### config.mk
export PLATFORM = sky130hd
export DESIGN_NAME = key_guard
export DESIGN_NICKNAME = d
export VERILOG_FILES = /design/src/rtl/key_guard_pkg.sv /design/src/rtl/key_guard_lock.sv /design/src/rtl/key_guard_kick.sv /design/src/rtl/key_guard_bank.sv /design/src/rtl/key_guard.sv
export SDC_FILE = /design/constraint.sdc
export NUM_CORES = 1
export LEC_CHECK = 0
export BUFFER_PORTS_ARGS = -buffer_cell sky130_fd_sc_hd__buf_2
export CORE_MARGIN = 10
export CORE_UTILIZATION = 45
export CTS_CLUSTER_DIAMETER = 50
export DETAILED_ROUTE_END_ITERATION = 16
export PLACE_DENSITY = 0.74
export SLEW_MARGIN = 10
export SYNTH_ARGS = -nofsm -noshare
export SYNTH_HDL_FRONTEND = slang
export SYNTH_HIERARCHICAL = 1
export SYNTH_SLANG_ARGS = --single-unit
export TNS_END_PERCENT = 5
### constraint.sdc
create_clock -name clk -period 4.9 [get_ports clk]
set_clock_uncertainty 0.2 [all_clocks]
set_input_delay 1.47 -clock clk [delete_from_list [all_inputs] [get_ports clk]]
set_output_delay 1.47 -clock clk [all_outputs]
set_load 0.01 [all_outputs]
### src/rtl/key_guard_pkg.sv
package key_guard_pkg;

  // Protection policy assigned to each configuration register
  typedef enum logic [1:0] {
    GUARD_FREE = 2'd0,
    GUARD_LOCK = 2'd1,
    GUARD_KICK = 2'd2
  } guard_e;

  // Registers below nlocks own a lock word; the rest fall to the kick pair
  // when it exists, otherwise they are unrestricted.
  function automatic guard_e guard_of(input int idx, input int nlocks, input bit kick_en);
    if (idx < nlocks) return GUARD_LOCK;
    if (kick_en) return GUARD_KICK;
    return GUARD_FREE;
  endfunction

  function automatic int count_width(input int n);
    return (n < 1) ? 1 : $clog2(n + 1);
  endfunction

endpackage

### src/rtl/key_guard_lock.sv
// One self-closing lock word: a correct key loads a down-counter; the lock
// is open while the counter is non-zero.
module key_guard_lock
  import key_guard_pkg::*;
#(
  parameter int              DATA_W = 32,
  parameter logic [DATA_W-1:0] KEY  = '1,
  parameter int              WINDOW = 4
) (
  input  logic              clk,
  input  logic              rst,
  input  logic              key_wr,
  input  logic [DATA_W-1:0] key_data,
  input  logic              consume,
  output logic              is_open
);

  localparam int CW = count_width(WINDOW);
  localparam logic [CW-1:0] LOAD = CW'(WINDOW);

  logic [CW-1:0] remain;
  logic          key_ok;

  assign key_ok = (key_data == KEY) && (KEY != '0);

  always_ff @(posedge clk) begin
    if (rst) begin
      remain <= '0;
    end else if (key_wr) begin
      // zero or any wrong value closes the lock
      remain <= key_ok ? LOAD : '0;
    end else if (consume) begin
      remain <= '0;
    end else if (remain != '0) begin
      remain <= remain - CW'(1);
    end
  end

  assign is_open = (remain != '0);

endmodule

### src/rtl/key_guard_kick.sv
// Global two-word kick unlock; open while both words hold their keys.
module key_guard_kick #(
  parameter int                DATA_W = 32,
  parameter logic [DATA_W-1:0] KEY0   = '1,
  parameter logic [DATA_W-1:0] KEY1   = '1
) (
  input  logic              clk,
  input  logic              rst,
  input  logic              wr0,
  input  logic              wr1,
  input  logic [DATA_W-1:0] wdata,
  output logic              is_open
);

  logic [DATA_W-1:0] word0;
  logic [DATA_W-1:0] word1;

  always_ff @(posedge clk) begin
    if (rst) begin
      word0 <= '0;
      word1 <= '0;
    end else begin
      if (wr0) word0 <= wdata;
      if (wr1) word1 <= wdata;
    end
  end

  assign is_open = (word0 == KEY0) && (word1 == KEY1);

endmodule

### src/rtl/key_guard_bank.sv
// Flat bank of configuration registers with per-register write enables.
module key_guard_bank #(
  parameter int NUM_REGS = 4,
  parameter int DATA_W   = 32
) (
  input  logic                         clk,
  input  logic                         rst,
  input  logic [NUM_REGS-1:0]          we,
  input  logic [DATA_W-1:0]            wdata,
  output logic [NUM_REGS*DATA_W-1:0]   q
);

  for (genvar i = 0; i < NUM_REGS; i++) begin : g_reg
    always_ff @(posedge clk) begin
      if (rst) begin
        q[i*DATA_W +: DATA_W] <= '0;
      end else if (we[i]) begin
        q[i*DATA_W +: DATA_W] <= wdata;
      end
    end
  end

endmodule

### src/rtl/key_guard.sv
module key_guard
  import key_guard_pkg::*;
#(
  parameter int ADDR_W     = 6,
  parameter int DATA_W     = 32,
  parameter int NUM_REGS   = 4,
  parameter int NUM_LOCKS  = 2,
  parameter int WINDOW     = 4,
  parameter bit KICK_EN    = 1'b1,
  parameter int REG_BASE   = 'h00,
  parameter int LOCK_BASE  = 'h10,
  parameter int KICK0_ADDR = 'h18,
  parameter int KICK1_ADDR = 'h19,
  parameter int STAT_ADDR  = 'h1F,
  parameter logic [NUM_LOCKS*DATA_W-1:0] LOCK_KEYS = {32'h0A5A_0002, 32'h0A5A_0001},
  parameter logic [DATA_W-1:0] KICK_KEY0 = 32'h83E7_0B13,
  parameter logic [DATA_W-1:0] KICK_KEY1 = 32'h95A4_F1E0
) (
  input  logic                       clk,
  input  logic                       rst,
  input  logic [ADDR_W-1:0]          bus_addr,
  input  logic                       bus_wr,
  input  logic [DATA_W-1:0]          bus_wdata,
  output logic [DATA_W-1:0]          bus_rdata,
  output logic                       violation,
  output logic [NUM_REGS*DATA_W-1:0] cfg_out
);

  localparam logic [ADDR_W-1:0] A_KICK0 = ADDR_W'(KICK0_ADDR);
  localparam logic [ADDR_W-1:0] A_KICK1 = ADDR_W'(KICK1_ADDR);
  localparam logic [ADDR_W-1:0] A_STAT  = ADDR_W'(STAT_ADDR);

  logic [NUM_REGS-1:0]  reg_hit;
  logic [NUM_REGS-1:0]  reg_allowed;
  logic [NUM_REGS-1:0]  reg_we;
  logic [NUM_LOCKS-1:0] lock_wr;
  logic [NUM_LOCKS-1:0] lock_open;
  logic                 kick_open;
  logic                 reject;
  logic                 stat_wr;
  logic [DATA_W-1:0]    rd_next;

  // ---------------- write decode ----------------
  for (genvar i = 0; i < NUM_REGS; i++) begin : g_dec
    localparam guard_e GK = guard_of(i, NUM_LOCKS, KICK_EN);
    assign reg_hit[i] = bus_wr && (bus_addr == ADDR_W'(REG_BASE + i));
    if (GK == GUARD_LOCK) begin : g_lk
      assign reg_allowed[i] = lock_open[i];
    end else if (GK == GUARD_KICK) begin : g_kk
      assign reg_allowed[i] = kick_open;
    end else begin : g_fr
      assign reg_allowed[i] = 1'b1;
    end
  end

  assign reg_we  = reg_hit & reg_allowed;
  assign reject  = |(reg_hit & ~reg_allowed);
  assign stat_wr = bus_wr && (bus_addr == A_STAT);

  // ---------------- per-register lock words ----------------
  for (genvar g = 0; g < NUM_LOCKS; g++) begin : g_lock
    assign lock_wr[g] = bus_wr && (bus_addr == ADDR_W'(LOCK_BASE + g));
    key_guard_lock #(
      .DATA_W (DATA_W),
      .KEY    (LOCK_KEYS[g*DATA_W +: DATA_W]),
      .WINDOW (WINDOW)
    ) u_lock (
      .clk      (clk),
      .rst      (rst),
      .key_wr   (lock_wr[g]),
      .key_data (bus_wdata),
      .consume  (reg_we[g]),
      .is_open  (lock_open[g])
    );
  end

  // ---------------- global kick pair ----------------
  if (KICK_EN) begin : g_kick
    key_guard_kick #(
      .DATA_W (DATA_W),
      .KEY0   (KICK_KEY0),
      .KEY1   (KICK_KEY1)
    ) u_kick (
      .clk     (clk),
      .rst     (rst),
      .wr0     (bus_wr && (bus_addr == A_KICK0)),
      .wr1     (bus_wr && (bus_addr == A_KICK1)),
      .wdata   (bus_wdata),
      .is_open (kick_open)
    );
  end else begin : g_nokick
    assign kick_open = 1'b0;
  end

  // ---------------- register bank ----------------
  key_guard_bank #(
    .NUM_REGS (NUM_REGS),
    .DATA_W   (DATA_W)
  ) u_bank (
    .clk   (clk),
    .rst   (rst),
    .we    (reg_we),
    .wdata (bus_wdata),
    .q     (cfg_out)
  );

  // ---------------- sticky violation ----------------
  always_ff @(posedge clk) begin
    if (rst) begin
      violation <= 1'b0;
    end else if (reject) begin
      violation <= 1'b1;
    end else if (stat_wr && bus_wdata[0]) begin
      violation <= 1'b0;
    end
  end

  // ---------------- registered read path ----------------
  always_comb begin
    rd_next = '0;
    for (int i = 0; i < NUM_REGS; i++) begin
      if (bus_addr == ADDR_W'(REG_BASE + i)) rd_next = cfg_out[i*DATA_W +: DATA_W];
    end
    for (int g = 0; g < NUM_LOCKS; g++) begin
      if (bus_addr == ADDR_W'(LOCK_BASE + g)) rd_next = DATA_W'(lock_open[g]);
    end
    if (bus_addr == A_KICK0 || bus_addr == A_KICK1) rd_next = DATA_W'(kick_open);
    if (bus_addr == A_STAT) rd_next = DATA_W'(violation);
  end

  always_ff @(posedge clk) begin
    if (rst) bus_rdata <= '0;
    else     bus_rdata <= rd_next;
  end

endmodule

==> results.md <==
- Status: finished clean
- Commonest cells after routing, fill and taps aside: dfxtp_1, buf_2, nor2_1
- Pins Over Slew Limit: 0
- Static Leak: 4.532 nW
- CTS tree: yes
- Flops & latches, synth: 231
- DP Wirelength: 16,820 um
- Die footprint: 27,390 sq um
- RSZ-0062 raised after global routing: no
- Worst-margin pin slew: 0.8303 ns
- CTS Buf Count: 29
- Clock Sinks: 231
- Fin. Hold Viols: 0
- Power per Cell Area: 384.8 nW/um^2
- Share of cells above drive strength 1: 30.65%
- Post-DRT Antenna Nets: 0
- Die Span Y: 165.5 um
- Residual DRC: 0
- Overall Global Routing Usage: 17.49%
- Required time worst endpoint: 5.09 ns
- Wirelength per Cell: 18.50 um
- Post-Place Cell Area: 10,540 sq um
- Most common cell after layout, fill and taps aside: dfxtp_1
- Starting Density: 45.47%
- Cell Area, Synth: 9528 sq um
- Chip width: 165.5 um
- Wl on met1: 10,800 um
- Drt initial violations: 394
- WP data arrival: 3.57 ns
- DR WL met2: 11,780 um
- Clock transition at path regs: 0.06 ns
- Overflow left after global routing: 0
- Vias in the first global route: 7,041
- Worst setup SP type: primary input
- Layout Nets: 1,081
- Synth Flop Type: dfxtp_1
- Filler instances: 1,879
- Max IR drop VDD: 0.2425 mV
- Synth warn: 6
- Period Utilization, post-route: 69.10%
- Crit path kind: primary input to flop
- Initial antenna violation count: 1
- First-pass GRT wire length: 39,060 um
- Design area: 11,560 sq um
- Hold Buf Count CTS: 0
- WL final: 24,650 um
- Drt pass-1 iters: 4
- I/O pin cnt: 202
- Cells after synthesis: 846
- Syn avg cell area: 11.26 sq um
- Clock buffer depth: 3
- Sequential element share of the synthesized area: 48.54%
- CP Capture Type: flop
- Max-cap violations: 0
- Vias per cell: 5.173
- Number of port buffers: 201
- Post-Syn Nets: 891
- Hold Crit Class: flop to flop
- H-tree levels: 1
- Clock Tree Root: clkbuf_16
- Routed vias: 6,890
- Setup violators final: 0
- Async S/R FF share, synth: 0%
- Post-synth cell types: 50
- Post-CTS Setup Bufs: 0
- Top layer reached by signal wires: met5
- Core area: 20,960 sq um
- CTS resizes: 0
- Largest net degree at the start of global routing: 74
- Global placer's final weighted congestion: 0.7808
- Setup TNS: 0 ns
- Worst skew pair latency: 0.53 ns
- Met3 Wirelength: 1821 um
- Maximum clock rate: 295.4 MHz
- Max Fanout on Critical Path: 24
- Post-synth EDFFs: 0
- Slew margin rel.: 44.64%
- Tmin final: 3.386 ns
- Std-Cell Rows: 53
- Layout Area Growth over Synthesis: 21.37%
- N_diodes: 0
-- layout make-up --
cell class / count / area [sq um] / share of cell area (%)
inverters: 7 / 26.28 / 0.2272
well taps: 275 / 344.1 / 2.976
clock inverters: 14 / 230.2 / 1.991
multi-input cells: 551 / 4424 / 38.26
flip-flops and latches: 231 / 4624 / 39.99
repair buffers: 216 / 1125 / 9.727
clock buffers: 38 / 789.5 / 6.828
-- sequential cells by signal, indices dropped and copies added, names as in the netlist --
signal	cells
g_kick.u_kick/word1	32
u_bank/q	128
g_kick.u_kick/word0	32
bus_rdata	32
g_lock.u_lock/remain	6
violation	1
-- where the power goes --
group,switching [mW],internal (mW),total (mW)
registers,0.0161,1.91,1.92
clock network,0.782,1.44,2.23
logic,0.182,0.120,0.302
-- metal layers --
layer | track usage, % | up-vias
met5 | 0 | -
met4 | 3.472 | 2
met2 | 29.33 | 197
met3 | 4.214 | 21
met1 | 22.50 | 3337
li1 | - | 3333
-- logic make-up (layout without fill, tap and decap cells) --
group,count (synthesis),after routing,synth area share [%]
compound gates,17,17,1.602
xor+xnor,2,2,0.1839
fa+ha+maj,4,4,0.5253
buf+inv,64,275,5.397
flops,231,231,48.54
mux,225,225,27.73
simple gates,303,303,16.02
-- metrics by stage --
step                      worst slack (ns)  hold WS, ns  power [mW]  cells  utilization [%]
after CTS                            1.498       0.2883       4.501   1332            55.18
after global placement               1.013       0.2648       2.255   1280            50.32
final                                1.514       0.2841       4.450   1332            55.18
after global routing                 1.330       0.3167       4.627   1332            55.18
after floorplan                      1.733       0.2510       2.165    846                -
after detailed placement            0.9632       0.2748       2.263   1280            50.32
-- path summary, 6_finish.rpt --
kind,from,endpoint,slack [ns],depth (start not counted)
setup / recovery,bus_addr[5],g_kick.u_kick/word1[24],1.51,7
hold / removal,g_kick.u_kick/word0[9],g_kick.u_kick/word0[9],0.28,2
setup reg to reg,g_kick.u_kick/word0[3],u_bank/q[67],1.76,8
hold reg to reg,g_kick.u_kick/word0[9],g_kick.u_kick/word0[9],0.28,2
-- synthesized netlist by cell type, drive strengths merged, types with 3 or more instances --
cell | number | share of area [%]
nand2 | 9 | 0.35
nand2b | 3 | 0.28
clkbuf | 12 | 0.47
nor4 | 10 | 0.88
nor3 | 7 | 0.37
and4bb | 4 | 0.53
nor4b | 8 | 0.93
nor2 | 200 | 7.9
inv | 7 | 0.28
mux4 | 31 | 7.3
ha | 4 | 0.53
dfxtp | 231 | 49
nand4 | 7 | 0.46
buf | 45 | 4.6
nor2b | 33 | 2.2
mux2i | 192 | 20
nor4bb | 7 | 0.74
-- critical path: stages --
cell,delay (ns)
buf_2,0.13
nor4b_2,0.47
nand2_1,0.24
nor2_4,0.70
buf_4,0.29
mux2i_1,0.21
nor2_1,0.06
(Power assumes the default switching activity.)
